`src/rtl/cordic_nco.sv`:
```
module cordic_nco #(
  parameter int PHASE_W = 32,
  parameter int OUT_W   = 16,
  parameter int STAGES  = 16,
  parameter int FRAC    = 2
) (
  input  logic                    clk,
  input  logic                    rst,
  input  logic [PHASE_W-1:0]      tune_word,
  input  logic                    in_valid,
  output logic signed [OUT_W-1:0] cos_out,
  output logic signed [OUT_W-1:0] sin_out,
  output logic                    out_valid
);

  localparam int  IW      = OUT_W + FRAC + 2;
  localparam int  MAXV    = (1 << (OUT_W-1)) - 1;
  localparam real TWO_PI  = 6.283185307179586;
  localparam real INV_K   = 0.6072529350088813;

  function automatic logic signed [PHASE_W-1:0] atan_units(input int i);
    longint v;
    v = longint'($atan(1.0 / (2.0 ** i)) / TWO_PI * (2.0 ** PHASE_W));
    return v[PHASE_W-1:0];
  endfunction

  localparam logic signed [IW-1:0] X0   = IW'(longint'(INV_K * real'(MAXV) * real'(1 << FRAC)));
  localparam logic signed [IW-1:0] RND  = IW'(1 << (FRAC-1));
  localparam logic signed [IW-1:0] MAXI = IW'(MAXV);
  localparam logic signed [IW-1:0] MINI = -MAXI;
  localparam logic signed [PHASE_W-1:0] ZTOL = atan_units(STAGES-1) + PHASE_W'(64);

  function automatic logic signed [OUT_W-1:0] to_out(input logic signed [IW-1:0] v, input logic flip);
    logic signed [IW-1:0] r;
    r = (v + RND) >>> FRAC;
    if (r > MAXI) r = MAXI;
    if (r < MINI) r = MINI;
    if (flip) r = -r;
    return r[OUT_W-1:0];
  endfunction

  logic [PHASE_W-1:0]        phase_q;
  logic signed [IW-1:0]      xs [0:STAGES];
  logic signed [IW-1:0]      ys [0:STAGES];
  logic signed [PHASE_W-1:0] zs [0:STAGES];
  logic [STAGES:0]           vld;
  logic [STAGES:0]           neg;
  logic                      fold;

  assign fold = phase_q[PHASE_W-1] ^ phase_q[PHASE_W-2];

  always_ff @(posedge clk) begin
    if (rst) begin
      phase_q <= '0;
      vld     <= '0;
    end else begin
      vld <= {vld[STAGES-1:0], in_valid};
      if (in_valid) phase_q <= phase_q + tune_word;
    end
  end

  always_ff @(posedge clk) begin
    xs[0] <= X0;
    ys[0] <= '0;
    zs[0] <= fold ? {~phase_q[PHASE_W-1], phase_q[PHASE_W-2:0]} : phase_q;
    neg   <= {neg[STAGES-1:0], fold};
  end

  for (genvar i = 0; i < STAGES; i++) begin : g_rot
    localparam logic signed [PHASE_W-1:0] ANG = atan_units(i);
    always_ff @(posedge clk) begin
      if (zs[i][PHASE_W-1]) begin
        xs[i+1] <= xs[i] + (ys[i] >>> i);
        ys[i+1] <= ys[i] - (xs[i] >>> i);
        zs[i+1] <= zs[i] + ANG;
      end else begin
        xs[i+1] <= xs[i] - (ys[i] >>> i);
        ys[i+1] <= ys[i] + (xs[i] >>> i);
        zs[i+1] <= zs[i] - ANG;
      end
    end
  end

  always_ff @(posedge clk) begin
    if (rst) out_valid <= 1'b0;
    else     out_valid <= vld[STAGES];
    cos_out <= to_out(xs[STAGES], neg[STAGES]);
    sin_out <= to_out(ys[STAGES], neg[STAGES]);
  end

  localparam longint AMP_LO = longint'(MAXV - 8) * longint'(MAXV - 8);
  localparam longint AMP_HI = longint'(MAXV + 8) * longint'(MAXV + 8);
  longint mag2;
  assign mag2 = longint'(cos_out) * longint'(cos_out) + longint'(sin_out) * longint'(sin_out);


  reset_clear_chk: assert property (@(posedge clk) rst |=> !out_valid);


  idle_hold_chk: assert property (@(posedge clk) disable iff (rst)
    !in_valid |=> $stable(phase_q));


  amp_chk: assert property (@(posedge clk) disable iff (rst)
    out_valid |-> (mag2 >= AMP_LO && mag2 <= AMP_HI));


  no_min_chk: assert property (@(posedge clk) disable iff (rst)
    out_valid |-> (cos_out != {1'b1, {(OUT_W-1){1'b0}}} && sin_out != {1'b1, {(OUT_W-1){1'b0}}}));


  fold_range_chk: assert property (@(posedge clk) disable iff (rst)
    vld[0] |-> (zs[0][PHASE_W-1] == zs[0][PHASE_W-2]));


  converge_chk: assert property (@(posedge clk) disable iff (rst)
    vld[STAGES] |-> (zs[STAGES] <= ZTOL && zs[STAGES] >= -ZTOL));

endmodule

```
`config.mk`:
```
export PLATFORM = sky130hd
export DESIGN_NAME = cordic_nco
export DESIGN_NICKNAME = d
export VERILOG_FILES = /design/src/rtl/cordic_nco.sv
export SDC_FILE = /design/constraint.sdc
export NUM_CORES = 2
export LEC_CHECK = 0
export ABC_AREA = 0
export BUFFER_PORTS_ARGS = -buffer_cell sky130_fd_sc_hd__buf_2
export CAP_MARGIN = 10
export CORE_UTILIZATION = 40
export CTS_CLUSTER_DIAMETER = 200
export DETAILED_ROUTE_END_ITERATION = 8
export HOLD_SLACK_MARGIN = 0.03
export PLACE_DENSITY_LB_ADDON = 0.1
export SYNTH_ARGS = -nofsm -noshare
export SYNTH_HDL_FRONTEND = slang
export SYNTH_SLANG_ARGS = --single-unit
```
`constraint.sdc`:
```
create_clock -name clk -period 7.25 [get_ports clk]
set_input_delay 0.725 -clock clk [delete_from_list [all_inputs] [get_ports clk]]
set_output_delay 0.725 -clock clk [all_outputs]
set_load 0.01 [all_outputs]
```
==> results.sh <==
export IMPL_cp_slowest_cell="or4b_1"
export IMPL_synth_seq_area_share_pct=30.1
export IMPL_grt_max_degree=55
export IMPL_r2r_start="zs[9][31]$_DFF_P_"
export IMPL_highest_layer="met4"
export IMPL_netlist_cell_type_count=89
export IMPL_grt_remaining_overflow=0
export IMPL_async_flop_share_pct=0
export IMPL_initial_core_util_pct=40.2
export IMPL_met1_length_um=86800
export IMPL_synth_ff_type="dfxtp_1"
export IMPL_wl_met3_um=5070
export IMPL_io_buffers=67
export IMPL_grt_usage_pct=19.2
export IMPL_hpwl_um=154000
export IMPL_routed_wl_um=193000
export IMPL_fin_worst_skew_ps=29.1
export IMPL_cts_root_buffer="clkbuf_16"
export IMPL_fin_crit_ps=4590
export IMPL_antenna_found_initial=3
export IMPL_io_pins=68
export IMPL_numCtsBuffers=143
export IMPL_routabilityCongestion=0.855
export IMPL_slowest_delay_ps=570
export IMPL_die_area_mm2=0.198
export IMPL_drc=0
export IMPL_critPathMaxFanout=35
export IMPL_ctsResizeCount=0
export IMPL_core_area_mm2=0.195
export IMPL_vias=62900
export IMPL_pre_cts_ws_ps=2650
export IMPL_layout_drive_gt1_share_pct=5.26
export IMPL_fin_crit_sh_pct=63.3
export IMPL_synth_area_mm2=0.0783
export IMPL_rr_endpoint="zs[10][29]$_DFF_P_"
export IMPL_num_rows=162
export IMPL_critPathKind="reg -> reg"
export IMPL_fp_dieH_um=445
export IMPL_fill_cells=19100
export IMPL_regArea_mm2=0.0236
export IMPL_clkTransAtPathRegs_ps=50
export IMPL_arrival_ps=5250
export IMPL_cts_setup_buffers=0
export IMPL_clock_sinks=1177
export IMPL_r2r_setup_slack_ps=2660
export IMPL_clock_latency_ps=800
export IMPL_hold_class="in -> reg"
export IMPL_critPathTopFamily="compound AO/OA/AOI/OAI gates"
export IMPL_grt_pass1_vias=61300
export IMPL_worstPathRequired_ps=7910
export IMPL_fmax_mhz=218
export IMPL_drt_wirelength_per_cell_um=16.2
export IMPL_initialDrtViolationCount=2913
export IMPL_fin_ws_ps=2660
export IMPL_synth_area_per_cell_um2=8.68
export IMPL_grt_first_pass_wirelength_um=315000
export IMPL_cp_num_cells=12
export IMPL_synth_enable_flop_cells=0
export IMPL_critical_path_buf_inv_count=2
export IMPL_status="completed"
export IMPL_crit_path_start="zs[9][31]$_DFF_P_"
export IMPL_crit_path_frequent_cell="o21a_1"
export IMPL_die_x_um=445
export IMPL_wl_met2_um=95700
export IMPL_slew_violations=0
export IMPL_crit_path_end_kind="flip-flop"
export IMPL_finalSetupTns_ps=0
export IMPL_yosysWarnings=0
export IMPL_min_path_cells=4
export IMPL_ys_ff_latch=1177
export IMPL_area_growth_pct=10.5
export IMPL_cts_buffer_depth=3
export IMPL_setup_viol=0
export IMPL_synth_top_area_share_pct=30.1
export IMPL_worstSetupEndpoint="zs[10][29]$_DFF_P_"
export IMPL_worstRegToRegCells=12
export IMPL_ys_top_cells_by_area="dfxtp_1 30%, ha_1 17%, xnor2_1 8.7%"
export IMPL_ys_top_cells_by_count="1,177 x dfxtp_1, 1,037 x ha_1, 801 x a21oi_1"
export IMPL_ant_nets=0
export IMPL_yosysTopAreaCell="dfxtp_1"
export IMPL_hold_buffers=0
export IMPL_worstPathCellList="buf_4 -> inv_1 -> ha_1 -> o21a_1 -> o21a_1 -> a41oi_2 -> o31ai_1 -> or4b_1 -> and3_1 -> o31ai_2 -> o21ai_0 -> xnor2_1"
export IMPL_startpoint_type="flip-flop"
export IMPL_max_slew_worst_pin_slew_ps=1090
export IMPL_multi_input_area_mm2=0.0525
export IMPL_slew_headroom_pct=26.1
export IMPL_first_pass_iters=6
export IMPL_syn_instance_count=9030
export IMPL_cts_tree="built"
export IMPL_maxCapViolCount=0
export IMPL_synth_most_common_cell="dfxtp_1"
export IMPL_hold_viol_final=0
export IMPL_hold_worst_slack_ps=310
export IMPL_htree_levels=4
export IMPL_vias_per_cell=5.29
export IMPL_fin_nets=10300
export IMPL_rsz0062_at_grt="no"
## per-layer routing
layer | vias up | GRT usage (%)
met5 | - | 0
met4 | 0 | 5.68
met3 | 263 | 2.31
met2 | 878 | 35.0
met1 | 29100 | 23.3
li1 | 32700 | -
## tightest hold or removal path, stage by stage
cell	delay [ps]
buf_2	80
ha_1	120
mux2i_1	60
nor2_1	70
## cells in the final DEF, fill, tap and decap left out, drive strengths merged, types with 54 or more instances in the layout
cell type,count
inv,492
nand2,425
a21oi,801
nand2b,115
nor2,771
o21bai,118
and2,62
a21o,285
a211oi,90
a31oi,107
nor2b,151
nor3,349
o21a,120
dfxtp,1177
and3,120
xor2,331
clkbuf,197
nand3,250
o21ai,408
or3,91
xnor2,775
mux2i,56
o31ai,54
buf,89
ha,1037
## flip-flops by register name (all words and copies together) (netlist names)
signal     flops
zs           480
sin_out       16
xs           299
out_valid      1
phase_q       32
cos_out       16
vld           17
ys           299
neg           17
## metrics by stage
step	instance area (µm²)	utilization (%)	std cells
floorplan	78400	-	9034
global placement	81700	41.9	11600
detailed placement	81700	41.9	11600
CTS	86600	44.5	11900
global route	86600	44.5	11900
finish	86600	44.5	11900
## how the worst min path moves through the flow
| stage | start | end | slack (ps) |
|---|---|---|---|
| finish | tune_word[0] | phase_q[0]$_SDFFE_PP0P_ | 310 |
| global route | tune_word[0] | phase_q[0]$_SDFFE_PP0P_ | 300 |
| CTS | tune_word[0] | phase_q[0]$_SDFFE_PP0P_ | 250 |
| detailed placement | zs[11][1]$_DFF_P_ | zs[12][1]$_DFF_P_ | 310 |
| global placement | zs[11][1]$_DFF_P_ | zs[12][1]$_DFF_P_ | 310 |
| floorplan | neg[9]$_DFF_P_ | neg[10]$_DFF_P_ | 310 |
## cells by family after synthesis
| family | Yosys count | synth area share (%) |
|---|---|---|
| other | 2 | 0.00959 |
| buffers and inverters | 604 | 2.94 |
| XOR/XNOR | 1106 | 12.4 |
| flip-flops | 1177 | 30.1 |
| multiplexers | 81 | 1.07 |
| AND/OR/NAND/NOR | 2569 | 16.0 |
| adder cells (fa/ha/maj) | 1083 | 17.7 |
| AO/OA/AOI/OAI | 2408 | 19.8 |
## layout make-up
type	count	area share, %
multi-input cells	7253	60.6
flip-flops and latches	1177	27.2
well taps	2624	3.79
clock buffers	197	4.75
inverters	488	2.12
clock inverters	59	0.925
repair buffers	89	0.578
diodes	1	0.00289
Power is left out: the tool's default activity adds up to more than one toggle a clock period on the data nets, which glitch-free logic cannot reach.
